$ cat src/rtl/dma_chain_pkg.sv
package dma_chain_pkg;
  localparam int WORD_W = 32;
  localparam int LEN_W  = 13;
  localparam int ALIGN_BITS = 4;

  // command word field positions
  localparam int C_INC_SRC  = 31;
  localparam int C_INC_TGT  = 30;
  localparam int C_PACE_SRC = 29;
  localparam int C_PACE_TGT = 28;
  localparam int C_IRQ_BEG  = 22;
  localparam int C_IRQ_FIN  = 21;
  localparam int C_SWAP     = 18;
  localparam int C_BURST_LO = 16;
  localparam int C_WIDTH_LO = 14;

  typedef enum logic [1:0] {ADDR_DESC, ADDR_SRC, ADDR_TGT} addrSel_e;

  typedef struct packed {
    logic     loadFirst;
    logic     loadNext;
    logic     fetchWord;
    logic     beginBurst;
    logic     capture;
    logic     stepElem;
    addrSel_e addrSel;
  } dpCtrl_t;

  typedef enum logic [2:0] {
    S_IDLE, S_FETCH, S_LOADED, S_ARM, S_RD, S_WR, S_STEP, S_DONE
  } chanState_e;
endpackage

$ cat src/rtl/dma_chain_datapath.sv
module dma_chain_datapath
  import dma_chain_pkg::*;
(
  input  logic              clk,
  input  logic              rstN,
  input  dpCtrl_t           ctrl,
  input  logic [WORD_W-1:0] firstDesc,
  input  logic [WORD_W-1:0] memRdata,
  output logic [WORD_W-1:0] memAddr,
  output logic [WORD_W-1:0] memWdata,
  output logic [1:0]        memSize,
  output logic              lastWord,
  output logic              nextStop,
  output logic              lenZero,
  output logic              burstDone,
  output logic              paceSrc,
  output logic              paceTgt,
  output logic              irqBeg,
  output logic              irqFin
);
  localparam int LANES = WORD_W / 8;

  logic [WORD_W-1:0] descBase, linkWord, srcAddr, tgtAddr, cmdWord, dataBuf;
  logic [1:0]        wordIdx;
  logic [LEN_W-1:0]  remain, burstLeft;
  logic [LEN_W-1:0]  elemBytes, burstBytes, stepRemain, stepBurst, firstBurst;
  logic [1:0]        widthCode, burstCode;
  logic [WORD_W-1:0] revWord, swapped;

  assign widthCode = cmdWord[C_WIDTH_LO +: 2];
  assign burstCode = cmdWord[C_BURST_LO +: 2];

  always_comb begin
    unique case (widthCode)
      2'd1:    begin elemBytes = LEN_W'(1); memSize = 2'd0; end
      2'd2:    begin elemBytes = LEN_W'(2); memSize = 2'd1; end
      default: begin elemBytes = LEN_W'(4); memSize = 2'd2; end
    endcase
    unique case (burstCode)
      2'd2:    burstBytes = LEN_W'(16);
      2'd3:    burstBytes = LEN_W'(32);
      default: burstBytes = LEN_W'(8);
    endcase
  end

  assign stepRemain = (remain < elemBytes) ? remain : elemBytes;
  assign stepBurst  = (burstLeft < elemBytes) ? burstLeft : elemBytes;
  assign firstBurst = (remain < burstBytes) ? remain : burstBytes;

  // byte reversal across the full word
  for (genvar b = 0; b < LANES; b++) begin : g_rev
    assign revWord[8*b +: 8] = memRdata[8*(LANES-1-b) +: 8];
  end

  always_comb begin
    swapped = '0;
    unique case (widthCode)
      2'd1: swapped[7:0] = memRdata[7:0];
      2'd2: swapped[15:0] = cmdWord[C_SWAP] ? {memRdata[7:0], memRdata[15:8]}
                                            : memRdata[15:0];
      default: swapped = cmdWord[C_SWAP] ? revWord : memRdata;
    endcase
  end

  always_ff @(posedge clk or negedge rstN) begin
    if (!rstN) begin
      descBase  <= '0;
      linkWord  <= '0;
      srcAddr   <= '0;
      tgtAddr   <= '0;
      cmdWord   <= '0;
      dataBuf   <= '0;
      wordIdx   <= '0;
      remain    <= '0;
      burstLeft <= '0;
    end else begin
      if (ctrl.loadFirst) begin
        descBase <= {firstDesc[WORD_W-1:ALIGN_BITS], {ALIGN_BITS{1'b0}}};
        wordIdx  <= '0;
      end else if (ctrl.loadNext) begin
        descBase <= {linkWord[WORD_W-1:ALIGN_BITS], {ALIGN_BITS{1'b0}}};
        wordIdx  <= '0;
      end
      if (ctrl.fetchWord) begin
        unique case (wordIdx)
          2'd0: linkWord <= memRdata;
          2'd1: srcAddr  <= memRdata;
          2'd2: tgtAddr  <= memRdata;
          default: begin
            cmdWord <= memRdata;
            remain  <= memRdata[LEN_W-1:0];
          end
        endcase
        wordIdx <= wordIdx + 2'd1;
      end
      if (ctrl.beginBurst) burstLeft <= firstBurst;
      if (ctrl.capture) dataBuf <= swapped;
      if (ctrl.stepElem) begin
        if (cmdWord[C_INC_SRC]) srcAddr <= srcAddr + WORD_W'(elemBytes);
        if (cmdWord[C_INC_TGT]) tgtAddr <= tgtAddr + WORD_W'(elemBytes);
        remain    <= remain - stepRemain;
        burstLeft <= burstLeft - stepBurst;
      end
    end
  end

  always_comb begin
    unique case (ctrl.addrSel)
      ADDR_SRC: memAddr = srcAddr;
      ADDR_TGT: memAddr = tgtAddr;
      default:  memAddr = descBase + {{(WORD_W-4){1'b0}}, wordIdx, 2'b00};
    endcase
  end

  assign memWdata  = dataBuf;
  assign lastWord  = (wordIdx == 2'd3);
  assign nextStop  = linkWord[0];
  assign lenZero   = (remain == '0);
  assign burstDone = (burstLeft == '0);
  assign paceSrc   = cmdWord[C_PACE_SRC];
  assign paceTgt   = cmdWord[C_PACE_TGT];
  assign irqBeg    = cmdWord[C_IRQ_BEG];
  assign irqFin    = cmdWord[C_IRQ_FIN];
endmodule

$ cat src/rtl/dma_chain_ctrl.sv
module dma_chain_ctrl
  import dma_chain_pkg::*;
(
  input  logic    clk,
  input  logic    rstN,
  input  logic    startReq,
  input  logic    srcReq,
  input  logic    tgtReq,
  input  logic    memAck,
  input  logic    memErr,
  input  logic    lastWord,
  input  logic    nextStop,
  input  logic    lenZero,
  input  logic    burstDone,
  input  logic    paceSrc,
  input  logic    paceTgt,
  input  logic    irqBeg,
  input  logic    irqFin,
  output dpCtrl_t ctrl,
  output logic    memReq,
  output logic    memWe,
  output logic    evStart,
  output logic    evEnd,
  output logic    busErr,
  output logic    stopped
);
  chanState_e state, nxt;
  logic paceOk;

  assign paceOk = (!paceSrc || srcReq) && (!paceTgt || tgtReq);

  always_comb begin
    nxt     = state;
    ctrl    = '0;
    memReq  = 1'b0;
    memWe   = 1'b0;
    evStart = 1'b0;
    evEnd   = 1'b0;
    unique case (state)
      S_IDLE: if (startReq) begin
        ctrl.loadFirst = 1'b1;
        nxt = S_FETCH;
      end
      S_FETCH: begin
        memReq = 1'b1;
        ctrl.addrSel = ADDR_DESC;
        if (memAck) begin
          if (memErr) nxt = S_IDLE;
          else begin
            ctrl.fetchWord = 1'b1;
            if (lastWord) nxt = S_LOADED;
          end
        end
      end
      S_LOADED: begin
        evStart = irqBeg;
        nxt = S_ARM;
      end
      S_ARM: begin
        if (lenZero) nxt = S_DONE;
        else if (paceOk) begin
          ctrl.beginBurst = 1'b1;
          nxt = S_RD;
        end
      end
      S_RD: begin
        memReq = 1'b1;
        ctrl.addrSel = ADDR_SRC;
        if (memAck) begin
          if (memErr) nxt = S_IDLE;
          else begin
            ctrl.capture = 1'b1;
            nxt = S_WR;
          end
        end
      end
      S_WR: begin
        memReq = 1'b1;
        memWe  = 1'b1;
        ctrl.addrSel = ADDR_TGT;
        if (memAck) begin
          if (memErr) nxt = S_IDLE;
          else begin
            ctrl.stepElem = 1'b1;
            nxt = S_STEP;
          end
        end
      end
      S_STEP: begin
        if (lenZero) nxt = S_DONE;
        else if (burstDone) nxt = S_ARM;
        else nxt = S_RD;
      end
      S_DONE: begin
        evEnd = irqFin;
        if (nextStop) nxt = S_IDLE;
        else begin
          ctrl.loadNext = 1'b1;
          nxt = S_FETCH;
        end
      end
      default: nxt = S_IDLE;
    endcase
  end

  always_ff @(posedge clk or negedge rstN) begin
    if (!rstN) begin
      state  <= S_IDLE;
      busErr <= 1'b0;
    end else begin
      state <= nxt;
      if (state == S_IDLE && startReq) busErr <= 1'b0;
      else if (memReq && memAck && memErr) busErr <= 1'b1;
    end
  end

  assign stopped = (state == S_IDLE);
endmodule

$ cat src/rtl/dma_chain_engine.sv
module dma_chain_engine
  import dma_chain_pkg::*;
(
  input  logic              clk,
  input  logic              rstN,
  input  logic              startReq,
  input  logic [WORD_W-1:0] firstDesc,
  input  logic              srcReq,
  input  logic              tgtReq,
  output logic              memReq,
  output logic              memWe,
  output logic [WORD_W-1:0] memAddr,
  output logic [1:0]        memSize,
  output logic [WORD_W-1:0] memWdata,
  input  logic [WORD_W-1:0] memRdata,
  input  logic              memAck,
  input  logic              memErr,
  output logic              evStart,
  output logic              evEnd,
  output logic              busErr,
  output logic              stopped
);
  dpCtrl_t ctrl;
  logic lastWord, nextStop, lenZero, burstDone;
  logic paceSrc, paceTgt, irqBeg, irqFin;

  dma_chain_ctrl ctrl_i (
    .clk(clk), .rstN(rstN), .startReq(startReq), .srcReq(srcReq),
    .tgtReq(tgtReq), .memAck(memAck), .memErr(memErr),
    .lastWord(lastWord), .nextStop(nextStop), .lenZero(lenZero),
    .burstDone(burstDone), .paceSrc(paceSrc), .paceTgt(paceTgt),
    .irqBeg(irqBeg), .irqFin(irqFin), .ctrl(ctrl), .memReq(memReq),
    .memWe(memWe), .evStart(evStart), .evEnd(evEnd), .busErr(busErr),
    .stopped(stopped)
  );

  dma_chain_datapath dp_i (
    .clk(clk), .rstN(rstN), .ctrl(ctrl), .firstDesc(firstDesc),
    .memRdata(memRdata), .memAddr(memAddr), .memWdata(memWdata),
    .memSize(memSize), .lastWord(lastWord), .nextStop(nextStop),
    .lenZero(lenZero), .burstDone(burstDone), .paceSrc(paceSrc),
    .paceTgt(paceTgt), .irqBeg(irqBeg), .irqFin(irqFin)
  );
endmodule

$ cat config.mk
export PLATFORM = sky130hd
export DESIGN_NAME = dma_chain_engine
export DESIGN_NICKNAME = d
export VERILOG_FILES = /design/src/rtl/dma_chain_pkg.sv /design/src/rtl/dma_chain_datapath.sv /design/src/rtl/dma_chain_ctrl.sv /design/src/rtl/dma_chain_engine.sv
export SDC_FILE = /design/constraint.sdc
export NUM_CORES = 1
export LEC_CHECK = 0
export BUFFER_PORTS_ARGS = -buffer_cell sky130_fd_sc_hd__buf_2
export CELL_PAD_IN_SITES_DETAIL_PLACEMENT = 2
export CELL_PAD_IN_SITES_GLOBAL_PLACEMENT = 2
export CORE_MARGIN = 5
export CORE_UTILIZATION = 39
export CTS_CLUSTER_SIZE = 12
export DETAILED_ROUTE_END_ITERATION = 12
export PLACE_DENSITY_LB_ADDON = 0.1
export SLEW_MARGIN = 5
export SYNTH_ARGS = -nofsm -noshare
export SYNTH_HDL_FRONTEND = slang
export SYNTH_SLANG_ARGS = --single-unit
$ cat constraint.sdc
create_clock -name clk -period 7.6 [get_ports clk]
set_input_delay 1.14 -clock clk [delete_from_list [all_inputs] [get_ports clk]]
set_output_delay 1.14 -clock clk [all_outputs]
set_load 0.01 [all_outputs]
==> metrics <==
outcome finished clean; fraction of layout cells with a size suffix above 1 16.9%; Netlist cell types 70; hpwl dp approximately 32 mm; CP max stage delay between 0.6 and 0.7 ns; hold buffers post-CTS 0; fill count approximately 3300; Mapped Cells 1282; initial antenna violation count 0; Routed WL 44.2 mm; met2 GRT Util roughly 45%; # nets final 1484; Ys Warns 0; Hold Path Class reg -> reg; Area Growth Syn to Fin 14.3%; Syn Area/Cell slightly below 9 sq um; min Tclk post-route about 4.5 ns; Worst-Margin Slew roughly 1.2 ns; DR pass1 iterations 4; routed vias 10800; largest net degree at the start of global routing 70; Clock H-tree levels 4; register area share after synthesis between 40% and 50%; DR WL/cell 24.9 microns; Die ar. about 32000 sq um; Clock Skew 0.0169 ns; critical path launch point type register; Core ar. around 29000 sq um; FP Rows a little over 60; Slew Limit Fails 0; DRT iter0 DRCs 707; placed inst area approximately 12000 sq um; Resized Gates After CTS 0; CP Max Fanout 5; period utilisation layout approximately three fifths; Clock Path Buffers 2; most frequent CP cell ha_1; Worst EP arrival slightly below 5 ns; DRT antenna net count 0; final RePlAce weighted congestion 0.862; root buf cell clkbuf_16; Synth Net Count 1385; met3 GRT Util under 10%; Clock Sinks 196; cells along the critical path inv_1, ha_1, inv_1, ha_1, a21o_1, a211oi_1, nor2_1, a21oi_1, ha_1, nor2b_1, o21ai_0, or4b_2, nor3b_1, o21ai_0, a22o_1; clk slew on worst S/H paths 0.08 ns; FF+latch count, synth between 150 and 200; CTS Buf Count 17; Crit Path Class reg -> reg; RSZ-0062 raised after global routing false; top_reg_cell synth dfrtp_1; ANT cells 0; global routing's busiest layer met2; required time worst endpoint about 7.9 ns; pwr dens between 300 and 400 nW/um^2; mapped cell area about 11000 sq um; DR DRC count 0; maximum clock frequency between 200 and 250 MHz; Final Hold Vio Count 0; number of global-route vias before repair 11600; Static Leak a little under 0.006 uW; die height roughly 180 microns; fraction of registers with async set/reset 100%; GRT Total Usage a little over a quarter; Die X 180 microns; Vias/cell 6.07; Slowest cell on crit path or4b_2; grt ovf 0; Final Cell Area 12800 sq um; TritonCTS clock tree done; global routing usage on met1 36.5%; starting density of the core roughly two fifths; Final setup viols 0; I/O pins around 140; first-pass GRT wire length 68.6 mm; Max-Cap Viols 0; Peak VDD IR around 0.17 mV; kind of end point of the critical path register; Post CTS Setup Buffer Count 0; slew margin rel. 23.0%; Post-synth EDFFs 0; port bufs 138; Clk Latency, worst-skew pair ~0.44 ns; Fin Setup TNS 0 ns
through the flow:
| step | setup WS, ns | power, uW | util (%) | cells | hold slack [ns] |
|---|---|---|---|---|---|
| 3_5_place_dp | 3.07 | 4110 | 43.0 | 1746 | 0.464 |
| 3_3_place_gp | 3.23 | 3950 | 43.0 | 1746 | 0.458 |
| 6_report | 3.13 | 5050 | 45.0 | 1777 | 0.477 |
| 2_1_floorplan | 3.53 | 3300 | - | 1282 | 0.442 |
| 5_1_grt | 2.66 | 5420 | 45.0 | 1777 | 0.502 |
| 4_1_cts | 3.03 | 5080 | 45.0 | 1777 | 0.482 |
layout by cell type, fill, tap and decap left out, types with 17 or more instances in the layout:
cell | Yosys | routed
nand2_1 | 243 | 242
dfrtp_1 | 196 | 195
buf_2 | 8 | 137
nor2_1 | 109 | 107
o21ai_0 | 93 | 93
a22oi_1 | 58 | 58
a21oi_1 | 50 | 50
inv_1 | 38 | 38
a211oi_1 | 32 | 32
mux2i_1 | 30 | 30
nand3_1 | 29 | 29
ha_1 | 28 | 28
nor3_1 | 25 | 24
a21o_1 | 23 | 23
a221oi_1 | 21 | 21
mux2_2 | 21 | 21
and3_1 | 19 | 19
buf_4 | 0 | 18
clkbuf_16 | 0 | 17
cells in the mapped netlist (all sizes together) (23+ instances only):
master,number,area (sq um)
a211oi,32,240
a21o,23,173
a21oi,50,250
a22oi,58,435
clkbuf,63,240
dfrtp,196,4900
ha,28,350
inv,38,143
mux2i,30,300
nand2,243,912
nand3,29,145
nor2,109,409
nor3,25,125
o21ai,94,470
flip-flops by register name (all words and copies together) (netlist names):
register        count
dp_i.wordIdx        2
dp_i.srcAddr       32
dp_i.burstLeft     13
ctrl_i.busErr       1
dp_i.descBase      28
dp_i.memWdata      32
dp_i.remain        13
dp_i.tgtAddr       32
dp_i.cmdWord       11
ctrl_i.state        3
dp_i.linkWord      29
critical path, delay by kind of cell (launching register included):
family                     cells  cell delay (ns)
AOI/OAI and AO/OA              6             1.53
and+or+nand+nor                4             1.19
DFF                            1             0.40
adders and majority gates      3             0.91
buffers and inverters          2             0.34
cells by family after synthesis:
group,share of synthesized area [%]
AO/OA/AOI/OAI,23.9
AND/OR/NAND/NOR,19.6
multiplexers,4.78
adder cells (fa/ha/maj),3.83
buffers and inverters,3.93
XOR/XNOR,0.390
flip-flops,43.6
per-layer routing:
layer	wire [microns]	part of all wire, %
met1	20100	46
met5	0	0
met2	21000	48
met4	835	1.9
met3	2220	5.0
where the power goes:
group	internal (uW)	total, uW	switching [uW]
Sequential	1470	2000	528
Clock	465	934	469
Combinational	849	2120	1270
Total	2790	5050	2260
final timing paths:
| check | endpoint | slack, ns | cells after the start | from |
|---|---|---|---|---|
| setup / recovery | dp_i.burstLeft[9] | 3.13 | 15 | dp_i.cmdWord[14] |
| hold / removal | dp_i.descBase[18] | 0.48 | 2 | dp_i.descBase[18] |
| setup reg to reg | dp_i.burstLeft[9] | 3.13 | 15 | dp_i.cmdWord[14] |
| hold reg to reg | dp_i.descBase[18] | 0.48 | 2 | dp_i.descBase[18] |
| max in group asynchronous | dp_i.tgtAddr[1] | 5.50 | 2 | rstN |
| min in group asynchronous | dp_i.burstLeft[9] | 0.66 | 1 | rstN |
cell type report:
cell class	instances	area, sq um	share of cell area [%]
clock buffer	18	429	3.34
tap	384	480	3.74
inverter	38	143	1.11
timing repair buffer	156	835	6.50
clock inverter	13	143	1.11
sequential	196	4910	38.2
multi-input combinational	972	5910	46.0
Power figures use the tool's default switching activity.
